## src/rtl/systime_pkg.sv

```systemverilog
package systime_pkg;
   typedef enum logic [1:0] {
      SEL_TLO  = 2'd0,
      SEL_THI  = 2'd1,
      SEL_RATE = 2'd2,
      SEL_NONE = 2'd3
   } reg_sel_e;
endpackage

```

## src/rtl/tick_divider.sv

```systemverilog
module tick_divider #(
   parameter int PER_W = 8
) (
   input  logic             clk,
   input  logic             rst_n,
   input  logic             restart,
   input  logic [PER_W-1:0] period,
   output logic             tick
);
   logic [PER_W-1:0] cnt_q;
   logic [PER_W-1:0] last_cnt;

   // a zero period is taken as one cycle per tick
   assign last_cnt = (period == '0) ? '0 : period - 1'b1;
   assign tick     = !restart && (cnt_q >= last_cnt);

   always_ff @(posedge clk) begin
      if (!rst_n)       cnt_q <= '0;
      else if (restart) cnt_q <= '0;
      else if (tick)    cnt_q <= '0;
      else              cnt_q <= cnt_q + 1'b1;
   end
endmodule

```

## src/rtl/time_accum.sv

```systemverilog
module time_accum #(
   parameter int TIME_W = 64,
   parameter int WORD_W = 32,
   parameter int INC_W  = 24
) (
   input  logic                       clk,
   input  logic                       rst_n,
   input  logic                       tick,
   input  logic [INC_W-1:0]           inc,
   input  logic [TIME_W/WORD_W-1:0]   wr_word,
   input  logic [WORD_W-1:0]          wdata,
   output logic [TIME_W-1:0]          time_q
);
   localparam int NWORDS = TIME_W / WORD_W;

   logic [TIME_W-1:0] sum;
   logic [TIME_W-1:0] time_d;
   logic              hold;

   assign sum  = time_q + (tick ? {{(TIME_W-INC_W){1'b0}}, inc} : '0);
   assign hold = |wr_word;

   for (genvar w = 0; w < NWORDS; w++) begin : g_word
      always_comb begin
         if (wr_word[w])
            time_d[w*WORD_W +: WORD_W] = wdata;
         else if (hold)
            time_d[w*WORD_W +: WORD_W] = time_q[w*WORD_W +: WORD_W];
         else
            time_d[w*WORD_W +: WORD_W] = sum[w*WORD_W +: WORD_W];
      end
   end

   always_ff @(posedge clk) begin
      if (!rst_n) time_q <= '0;
      else        time_q <= time_d;
   end
endmodule

```

## src/rtl/reg_port.sv

```systemverilog
module reg_port
   import systime_pkg::*;
#(
   parameter int TIME_W = 64,
   parameter int WORD_W = 32
) (
   input  logic                      clk,
   input  logic                      rst_n,
   input  logic                      wr_en,
   input  logic                      rd_en,
   input  logic [1:0]                addr,
   input  logic [WORD_W-1:0]         wdata,
   input  logic [TIME_W-1:0]         time_q,
   output logic [TIME_W/WORD_W-1:0]  wr_word,
   output logic                      rate_wr,
   output logic [WORD_W-1:0]         rate_q,
   output logic [WORD_W-1:0]         shadow_q,
   output logic [WORD_W-1:0]         rdata
);
   reg_sel_e          sel;
   logic [WORD_W-1:0] rdata_q;

   assign sel        = reg_sel_e'(addr);
   assign wr_word[0] = wr_en && (sel == SEL_TLO);
   assign wr_word[1] = wr_en && (sel == SEL_THI);
   assign rate_wr    = wr_en && (sel == SEL_RATE);
   assign rdata      = rdata_q;

   always_ff @(posedge clk) begin
      if (!rst_n)       rate_q <= '0;
      else if (rate_wr) rate_q <= wdata;
   end

   always_ff @(posedge clk) begin
      if (!rst_n) begin
         shadow_q <= '0;
         rdata_q  <= '0;
      end else if (rd_en) begin
         unique case (sel)
            SEL_TLO: begin
               rdata_q  <= time_q[WORD_W-1:0];
               shadow_q <= time_q[TIME_W-1:WORD_W];
            end
            SEL_THI:  rdata_q <= shadow_q;
            SEL_RATE: rdata_q <= rate_q;
            default:  rdata_q <= '0;
         endcase
      end
   end
endmodule

```

## src/rtl/systime_counter.sv

```systemverilog
module systime_counter #(
   parameter int TIME_W = 64,
   parameter int WORD_W = 32,
   parameter int INC_W  = 24
) (
   input  logic              clk,
   input  logic              rst_n,
   input  logic              wr_en,
   input  logic              rd_en,
   input  logic [1:0]        addr,
   input  logic [WORD_W-1:0] wdata,
   output logic [WORD_W-1:0] rdata
);
   localparam int PER_W  = WORD_W - INC_W;
   localparam int NWORDS = TIME_W / WORD_W;

   if (TIME_W != 2 * WORD_W) begin : g_bad_time_w
      $error("TIME_W must be exactly two register words");
   end
   if (INC_W < 1 || INC_W >= WORD_W) begin : g_bad_inc_w
      $error("INC_W must leave room for a period field");
   end

   logic [TIME_W-1:0] time_q;
   logic [WORD_W-1:0] rate_q;
   logic [WORD_W-1:0] shadow_q;
   logic [NWORDS-1:0] wr_word;
   logic              rate_wr;
   logic              tick;

   reg_port #(.TIME_W(TIME_W), .WORD_W(WORD_W)) u_regs (
      .clk(clk), .rst_n(rst_n), .wr_en(wr_en), .rd_en(rd_en),
      .addr(addr), .wdata(wdata), .time_q(time_q),
      .wr_word(wr_word), .rate_wr(rate_wr), .rate_q(rate_q),
      .shadow_q(shadow_q), .rdata(rdata)
   );

   tick_divider #(.PER_W(PER_W)) u_div (
      .clk(clk), .rst_n(rst_n), .restart(rate_wr),
      .period(rate_q[WORD_W-1:INC_W]), .tick(tick)
   );

   time_accum #(.TIME_W(TIME_W), .WORD_W(WORD_W), .INC_W(INC_W)) u_acc (
      .clk(clk), .rst_n(rst_n), .tick(tick),
      .inc(rate_q[INC_W-1:0]), .wr_word(wr_word), .wdata(wdata),
      .time_q(time_q)
   );
endmodule

```

## config.mk

```make
export PLATFORM = sky130hd
export DESIGN_NAME = systime_counter
export DESIGN_NICKNAME = d
export VERILOG_FILES = /design/src/rtl/systime_pkg.sv /design/src/rtl/tick_divider.sv /design/src/rtl/time_accum.sv /design/src/rtl/reg_port.sv /design/src/rtl/systime_counter.sv
export SDC_FILE = /design/constraint.sdc
export NUM_CORES = 1
export LEC_CHECK = 0
export ABC_CLOCK_PERIOD_IN_PS = 9900
export BUFFER_PORTS_ARGS = -buffer_cell sky130_fd_sc_hd__buf_2
export CAP_MARGIN = 0
export CORE_MARGIN = 4
export CORE_UTILIZATION = 60
export CTS_BUF_LIST = sky130_fd_sc_hd__clkbuf_4 sky130_fd_sc_hd__clkbuf_8
export CTS_CLUSTER_SIZE = 14
export DETAILED_ROUTE_END_ITERATION = 10
export PLACE_DENSITY = 0.82
export SLEW_MARGIN = 30
export SYNTH_ARGS = -nofsm -noshare
export SYNTH_HDL_FRONTEND = slang
export SYNTH_SLANG_ARGS = --single-unit
export TNS_END_PERCENT = 20
```

## constraint.sdc

```tcl
create_clock -name clk -period 9.9 [get_ports clk]
set_input_delay 0.495 -clock clk [delete_from_list [all_inputs] [get_ports clk]]
set_output_delay 0.495 -clock clk [all_outputs]
set_load 0.1 [all_outputs]
```

# Word level (Yosys, flattened, before mapping)
# Index checks and enable logic that the tools add are counted.
dict set report word_totals {
  input_bits 38
  register_bits 168
  ram_bits 0
  latchBits 0
  mem_count 0
  elab_cells 32
  rom_bits 0
  out_inout_bits 32
}
dict set report op_classes {
  eq_ne 4
  n_mul 0
  bitwise 1
  n_mux 7
  n_reduce_logical 10
  n_div 0
  addsub 3
  order_cmp 1
  n_shift 0
}
# cell count
set op_table {}
lappend op_table {{two-way mux 32 bit} 4}
lappend op_table {{case mux 32 bit (3 select lines)} 1}
lappend op_table {{adder 64 bit} 1}
lappend op_table {{two-way mux 24 bit} 1}
lappend op_table {{adder 8 x 1 -> 8 bit (second input constant)} 1}
lappend op_table {{greater-or-equal comparator 8 bit} 1}
lappend op_table {{logical NOT 8 bit} 1}
lappend op_table {{two-way mux 8 bit} 1}
lappend op_table {{subtractor 8 x 1 -> 8 bit (second input constant)} 1}
lappend op_table {{logical AND 1 bit} 4}
lappend op_table {{inequality test 2 x 1 -> 1 bit (second input constant)} 2}
lappend op_table {{OR reduction 3 bit} 1}
lappend op_table {{== test 2 x 1 -> 1 bit (second input constant)} 1}
lappend op_table {{== test 2 bit (second input constant)} 1}
lappend op_table {{logical NOT 2 bit} 1}
lappend op_table {{AND reduction 2 bit} 1}
lappend op_table {{OR reduction 2 bit} 1}
lappend op_table {{logical NOT 1 bit} 1}
lappend op_table {{NOT 1 bit} 1}

# Logic depth before layout (Yosys ltp)
# Gate-level depths: netlist of the first run.
dict set report depth {
  ltp_word 8
  ltp_mapped 26
  mapped_depth_nobuf 24
}

# Hierarchy
# A second synthesis of the first run with hierarchy kept.
dict set report unflattened {
  cells_unflattened 1249
  area_unflattened_um2 10079.7
}
# module instances cells_each area_each_um2 seq_area_each_um2
set modules_own_cells {}
lappend modules_own_cells {time_accum 1 672 5182.5 1281.2}
lappend modules_own_cells {reg_port 1 497 4229.1 1921.8}
lappend modules_own_cells {tick_divider 1 80 668.1 160.2}

# Least setup slack after synthesis of the first run
# Ideal clock, no wire load.
dict set report synth_timing {
  path_type {register to register}
  startpoint {register u_regs.rate_q[24]}
  endpoint {register u_acc.time_q[58]}
  setup_slack_ns 4.830
  period_less_slack_ns 5.070
  stages_incl_launch_ff 27
  required_time_ns 9.778
  setup_ns 0.122
  arrival_time_ns 4.948
  path_buffers 2
  path_cell_list {dfxtp_1 inv_1 ha_1 nand2_1 or3_1 and2_1 ha_1 nand2b_1 a21o_1 a21o_1 a21oi_1 nor2b_1 o21ai_0 a211o_1 clkbuf_1 nor2_1 ha_1 fa_1 a211o_1 a211oi_1 or3_1 and3_4 nor2_2 nand3_1 clkbuf_1 o21ai_0 o311a_1}
}
dict set report synth_between {
  elab_chain_len 8
  elab_cells_between_ends 9
  classes_between {add/sub (2); order compare (1); mux (4); reduce/logical (2)}
}
# element line
set synth_rtl {}
lappend synth_rtl {{start, declared} reg_port.sv:16} ;# output logic [WORD_W-1:0] rate_q,
lappend synth_rtl {{start signal, assigned} reg_port.sv:31} ;# else if (rate_wr) rate_q <= wdata;
lappend synth_rtl {{subtractor 8 x 1 -> 8 bit or logical NOT 8 bit (tied branches)} tick_divider.sv:14} ;# assign last_cnt = (period == '0) ? '0 : period - 1'b1;
lappend synth_rtl {{two-way mux 8 bit (*)} tick_divider.sv:14}
lappend synth_rtl {{greater-or-equal comparator 8 bit (*)} tick_divider.sv:15} ;# assign tick = !restart && (cnt_q >= last_cnt);
lappend synth_rtl {{logical AND 1 bit (*)} tick_divider.sv:15}
lappend synth_rtl {{two-way mux 24 bit (*)} time_accum.sv:20} ;# assign sum = time_q + (tick ? {{(TIME_W-INC_W){1'b0}}, inc} : '0);
lappend synth_rtl {{adder 64 bit (*)} time_accum.sv:20}
lappend synth_rtl {{two-way mux 32 bit (*)} time_accum.sv:27} ;# else if (hold)
lappend synth_rtl {{two-way mux 32 bit (*)} time_accum.sv:25} ;# if (wr_word[w])
lappend synth_rtl {{end signal, assigned} time_accum.sv:36} ;# else time_q <= time_d;
lappend synth_rtl {{end, declared} time_accum.sv:12} ;# output logic [TIME_W-1:0] time_q
# Mark *: on every way between the ends. The rest lies on a longest branch, timed or not. The select of a mux whose other input is x is not followed.
# A chain may end at the register's enable or synchronous reset.

# Worst setup path in the final report of the first run
dict set report layout_timing {
  startpoint {register u_regs.rate_q[24]}
  endpoint {register u_acc.time_q[50]}
}
# Same word-level chain as after synthesis.

==> impl_metrics.env, run 1 <==
export IMPL_max_cap_violations=0
export IMPL_worst_path_buf_inv=1
export IMPL_fin_nets=1309
export IMPL_path_cells="inv_1 -> ha_1 -> nand2_1 -> or3_1 -> and2_1 -> ha_1 -> nand2b_1 -> a21o_1 -> a21o_1 -> a21oi_1 -> nor2b_1 -> o21ai_0 -> a211o_2 -> nor2_1 -> ha_1 -> fa_1 -> a211o_1 -> a211oi_1 -> or3_1 -> and3_4 -> nor2_2 -> nand3_1 -> o221ai_1 -> a31oi_1"
export IMPL_dr_wl_met2_um=12060
export IMPL_synth_cells=1229
export IMPL_route_detailed_drc=0
export IMPL_ir_worst_vdd_uv=88.43
export IMPL_grt_max_degree=77
export IMPL_die_h_um=133.6
export IMPL_yosysUniqueCellTypes=68
export IMPL_clock_sinks=168
export IMPL_fin_ws_ps=3964
export IMPL_leakage_nw=3.932
export IMPL_wl_met3_um=1912
export IMPL_synth_area_um2=9470
export IMPL_finish_utilization_pct=66.92
export IMPL_setup_viol=0
export IMPL_yosysTopAreaCell="dfxtp_1"
export IMPL_cp_startpoint="u_regs.rate_q[24]"
export IMPL_hold_viol=0
export IMPL_drt_iter0_markers=1096
export IMPL_area_delta_synth_final_pct=8.218
export IMPL_worstPathRequired_ps=10310
export IMPL_hold_path_startpoint="wdata[16]"
export IMPL_cts_setup_buffers=0
export IMPL_design_die_area_um2=17860
export IMPL_via_per_inst=6.368
export IMPL_num_rows=45
export IMPL_path_delay_family="compound AO/OA/AOI/OAI gates"
export IMPL_arrival_ps=6350
export IMPL_path_common_cell="ha_1"
export IMPL_grt_pass1_wl_um=42710
export IMPL_rr_startpoint="u_regs.rate_q[24]"
export IMPL_clk_pin_slew_worst_paths_ps=90
export IMPL_globalRouteOverflowTotal=0
export IMPL_antenna_left=0
export IMPL_dp_slack_ps=4020
export IMPL_synth_seq_cells=168
export IMPL_crit_path_start_kind="register"
export IMPL_antenna_found_initial=0
export IMPL_fin_skew_ps=12.19
export IMPL_synth_common_cells="201 x nand2_1, 168 x dfxtp_1, 138 x a21oi_1"
export IMPL_dr_max_layer_used="met4"
export IMPL_syn_nets=1302
export IMPL_hold_path_class="input port to register"
export IMPL_cp_slowest_cell="a211o_2"
export IMPL_ios=70
export IMPL_rsz0062_at_grt="false"
export IMPL_end_kind="register"
export IMPL_status="completed"
export IMPL_dpl_cell_area_um2=9838
export IMPL_report_final_slew_viol_count=0
export IMPL_tightestPinTransition_ps=944.8
export IMPL_max_freq_mhz=168.5
export IMPL_tns_ps=0
export IMPL_drive_above_1_share_pct=11.05
export IMPL_drt_first_pass_iters=6
export IMPL_wl_met1_um=11470
export IMPL_drt_total_wl_um=26210
export IMPL_cts_resized=0
export IMPL_criticalPathCategory="register to register"
export IMPL_fin_crit_sh_pct=59.96
export IMPL_cp_max_fo=32
export IMPL_cts_root_buf="clkbuf_8"
export IMPL_fin_crit_ps=5936
export IMPL_coreArea_um2=15310
export IMPL_synth_async_reset_ratio_pct=0
export IMPL_grt_use_total_pct=29.02
export IMPL_wl_per_cell_um=17.95
export IMPL_cts_tree="built"
export IMPL_clk_latency_ps=490
export IMPL_postLayoutCellArea_um2=10250
export IMPL_start_util_pct=61.84
export IMPL_synth_edff_count=0
export IMPL_first_global_vias=8602
export IMPL_syn_area_per_cell_um2=7.706
export IMPL_yosys_warnings=0
export IMPL_synth_ff_type="dfxtp_1"
export IMPL_cts_path_max_buffers=2
export IMPL_synth_most_common_cell="nand2_1"
export IMPL_die_x_um=133.6
export IMPL_ys_seq_area_share_pct=35.51
export IMPL_port_buffers=69
export IMPL_cp_slowest_stage_delay_ps=550
export IMPL_dp_hpwl_um=17330
export IMPL_cts_buffers=17
export IMPL_power_density_nw_per_um2=146.8
export IMPL_postCtsHoldBufs=0
export IMPL_ys_top_cells_by_area="dfxtp_1 36%, nand2_1 8.0%, a21oi_1 7.3%, nor2_1 5.0%, ha_1 4.5%"
export IMPL_vias=9298
export IMPL_relSlewSlack_pct=36.87
export IMPL_htree_levels=4
export IMPL_place_congestion=0.9250
export IMPL_antenna_cells=0
export IMPL_synth_top_area_share_pct=35.51
-- worst reg2reg max path, stage by stage, from the launching register on --
cell and delay (ps):
dfxtp_1 350, inv_1 80, ha_1 200, nand2_1 120, or3_1 440, and2_1 190
ha_1 260, nand2b_1 140, a21o_1 170, a21o_1 170, a21oi_1 130, nor2b_1 50
o21ai_0 140, a211o_2 550, nor2_1 120, ha_1 230, fa_1 420, a211o_1 360
a211oi_1 460, or3_1 230, and3_4 220, nor2_2 60, nand3_1 390, o221ai_1 200
a31oi_1 170
-- path summary, 6_finish.rpt --
check / depth (start not counted) / to / slack, ps
worst min register to register: 2 / u_regs.shadow_q[30] / 460
worst max register to register: 24 / u_acc.time_q[50] / 3960
worst min-delay path: 3 / u_regs.rate_q[16] / 280
worst max-delay path: 24 / u_acc.time_q[50] / 3960
-- area by class of cell --
class                      instances  area [um^2]
clock buffer                      17        234.0
tap                              211        264.0
inverter                          13        51.30
multi-input combinational        954         5717
timing repair buffer              82        442.9
sequential                       168         3363
clock inverter                    15        176.4
fill                            1364         5066
-- state kept, by name, indices dropped and copies added (netlist names) --
signal / cells
u_acc.time_q: 64
u_regs.rate_q: 32
u_regs.rdata: 32
u_regs.shadow_q: 32
u_div.cnt_q: 8
-- cells in the final DEF (no fill, tap or decap), types with 10 or more instances in the layout --
cell type and instances:
and4_1 15, a21o_1 13, o21ai_0 44, nor2_1 124
nand2_1 199, a22oi_1 18, clkbuf_8 17, o211ai_1 18
inv_1 12, dfxtp_1 168, a211oi_1 41, nor3_1 10
a21oi_1 138, nand3_1 36, buf_2 69, or4_1 12
nand2b_1 10, and3_1 21, buf_4 13, mux2i_1 39
o21a_1 10, ha_1 34, a31oi_1 18, xnor2_1 19
-- power breakdown --
group	switching [mW]	total (mW)	internal, mW
sequential	0.0281	0.732	0.704
combinational	0.180	0.254	0.0742
clock	0.268	0.518	0.250
total	0.476	1.50	1.03
-- logic make-up after synthesis --
kind of cell    count (synthesis)  synth area share, %
simple gates                  482                23.53
compound gates                370                25.14
flops                         168                35.51
buf+inv                       107                4.400
mux                            39                4.122
fa+ha+maj                      35                4.703
xor+xnor                       28                2.590
-- per-layer routing --
metal,vias to the layer above,global-route usage (%)
met1,4380,37.95
met3,78,6.080
li1,4469,-
met2,371,46.90
met5,-,0
met4,0,11.77
-- through the flow --
step                total power [mW]  hold WS (ps)  cells
detailed placement            0.9975         446.9   1428
CTS                            1.504         264.0   1460
floorplan                     0.9325         436.7   1229
global route                   1.561         270.7   1460
finish                         1.504         276.7   1460
global placement              0.9923         442.0   1428
Note: power is estimated with default switching activity, not from simulation.
==> run 2: changes to the inputs <==
--- a/config.mk
+++ b/config.mk
@@ -5,7 +5,7 @@
 export SDC_FILE = /design/constraint.sdc
 export NUM_CORES = 1
 export LEC_CHECK = 0
-export ABC_CLOCK_PERIOD_IN_PS = 9900
+export ABC_CLOCK_PERIOD_IN_PS = 6000
 export BUFFER_PORTS_ARGS = -buffer_cell sky130_fd_sc_hd__buf_2
 export CAP_MARGIN = 0
 export CORE_MARGIN = 4
==> constraint.sdc (replaced) <==
create_clock -name clk -period 6 [get_ports clk]
set_input_delay 0.3 -clock clk [delete_from_list [all_inputs] [get_ports clk]]
set_output_delay 0.3 -clock clk [all_outputs]
set_load 0.1 [all_outputs]
==> impl_metrics.env, run 2 (same netlist as run 1, synthesis figures left out) <==
export IMPL_status="completed"
export IMPL_final_common_cell="nand2_1"
export IMPL_largest_register="u_acc.time_q"
export IMPL_via_per_inst=6.451
export IMPL_drt_total_wl_um=26990
export IMPL_cts_root_buf="clkbuf_8"
export IMPL_clock_sinks=168
export IMPL_fin_crit_sh_pct=93.33
export IMPL_fin_ws_ps=400.3
export IMPL_tightestPinTransition_ps=947.0
export IMPL_n_fill_cell=1329
export IMPL_cts_buffers=17
export IMPL_path_delay_family="compound AO/OA/AOI/OAI gates"
export IMPL_num_rows=45
export IMPL_clk_latency_ps=480
export IMPL_htree_levels=4
export IMPL_wl_per_cell_um=18.45
export IMPL_criticalPathCategory="register to register"
export IMPL_hold_path_class="input port to register"
export IMPL_fin_crit_ps=5600
export IMPL_tns_ps=0
export IMPL_setup_viol=0
export IMPL_grt_max_degree=67
export IMPL_end_kind="register"
export IMPL_route_detailed_drc=0
export IMPL_start_util_pct=61.84
export IMPL_first_global_vias=8922
export IMPL_leakage_nw=3.972
export IMPL_max_freq_mhz=178.6
export IMPL_globalRouteOverflowTotal=0
export IMPL_die_h_um=133.6
export IMPL_ir_worst_vdd_uv=221.5
export IMPL_dp_slack_ps=300.0
export IMPL_port_buffers=69
export IMPL_arrival_ps=5930
export IMPL_dp_hpwl_um=17790
export IMPL_cts_tree="built"
export IMPL_area_delta_synth_final_pct=9.367
export IMPL_grt_met3_usage_pct=5.891
export IMPL_cp_max_fo=18
export IMPL_clk_pin_slew_worst_paths_ps=90
export IMPL_max_cap_violations=0
export IMPL_drive_above_1_share_pct=11.50
export IMPL_power_density_nw_per_um2=251.7
export IMPL_coreArea_um2=15310
export IMPL_vias=9438
export IMPL_worst_path_buf_inv=2
export IMPL_largest_register_ffs=64
export IMPL_fin_nets=1312
export IMPL_crit_path_start_kind="register"
export IMPL_worstPathRequired_ps=6330
export IMPL_antenna_left=0
export IMPL_cts_setup_buffers=0
export IMPL_place_congestion=0.9154
export IMPL_cp_slowest_stage_delay_ps=450
export IMPL_ios=70
export IMPL_fin_skew_ps=10.64
export IMPL_rsz0062_at_grt="false"
export IMPL_antenna_cells=0
export IMPL_drt_iter0_markers=1232
export IMPL_cts_path_max_buffers=2
export IMPL_postCtsHoldBufs=0
export IMPL_grt_busiest_layer="met2"
export IMPL_grt_pass1_wl_um=44880
export IMPL_grt_use_met2_pct=48.62
export IMPL_cts_resized=0
export IMPL_antenna_found_initial=0
export IMPL_path_cells="inv_1 -> ha_1 -> nand2_1 -> or3_1 -> and2_1 -> ha_1 -> nand2b_1 -> a21o_1 -> a21o_1 -> a21oi_1 -> nor2b_1 -> o21ai_0 -> a211o_1 -> buf_4 -> nor2_1 -> ha_1 -> and3_1 -> o31ai_1 -> a21o_1 -> o211ai_2 -> a41o_2 -> and3_1 -> a2111oi_0"
export IMPL_report_final_slew_viol_count=0
export IMPL_die_x_um=133.6
export IMPL_design_die_area_um2=17860
export IMPL_final_cell_mix="200 x nand2_1, 168 x dfxtp_1, 137 x a21oi_1"
export IMPL_relSlewSlack_pct=36.72
export IMPL_grt_util_met1_pct=40.49
export IMPL_hold_viol=0
export IMPL_grt_use_total_pct=30.45
export IMPL_drt_first_pass_iters=5
export IMPL_cp_slowest_cell="or3_1"
run 2: final cells by class:
class	instances	area [um^2]	area share (%)
Clock buffer	19	255.2	2.464
Clock inverter	13	217.7	2.102
Inverter	13	51.30	0.4953
Multi-Input combinational cell	954	5741	55.42
Sequential cell	168	3363	32.47
Tap cell	211	264.0	2.549
Timing Repair Buffer	85	465.4	4.494
run 2: final timing paths:
path	endpoint	start	depth (start not counted)	slack, ps
max reg2reg	u_acc.time_q[25]	u_regs.rate_q[24]	23	400
max	u_acc.time_q[25]	u_regs.rate_q[24]	23	400
min reg2reg	u_regs.shadow_q[8]	u_regs.shadow_q[8]	2	460
min	u_regs.rate_q[22]	wdata[22]	3	90
run 2: per-layer routing:
metal	wire length [um]	share of wire [%]
met5	0	0
met1	11300	42
met3	2305	8.5
met2	12430	46
met4	950	3.5
run 2: tightest hold or removal path, cell delays in order:
cell	delay, ps
buf_2	120
nand2_1	50
a21oi_1	50
run 2: stage by stage:
step	instance area (um^2)	std cells	power, mW	hold slack (ps)	util [%]
global route	10360	1463	2.699	81.21	67.63
global placement	9857	1431	1.645	442.0	64.36
finish	10360	1463	2.607	92.31	67.63
CTS	10330	1463	2.607	76.11	67.45
floorplan	9470	1229	1.539	436.0	-
detailed placement	9857	1431	1.655	446.9	64.36
run 2: where the power goes:
| part | internal, mW | switching [mW] | leakage (nW) |
|---|---|---|---|
| combinational | 0.127 | 0.302 | 2.37 |
| sequential | 1.16 | 0.0457 | 1.37 |
| clock | 0.517 | 0.453 | 0.231 |
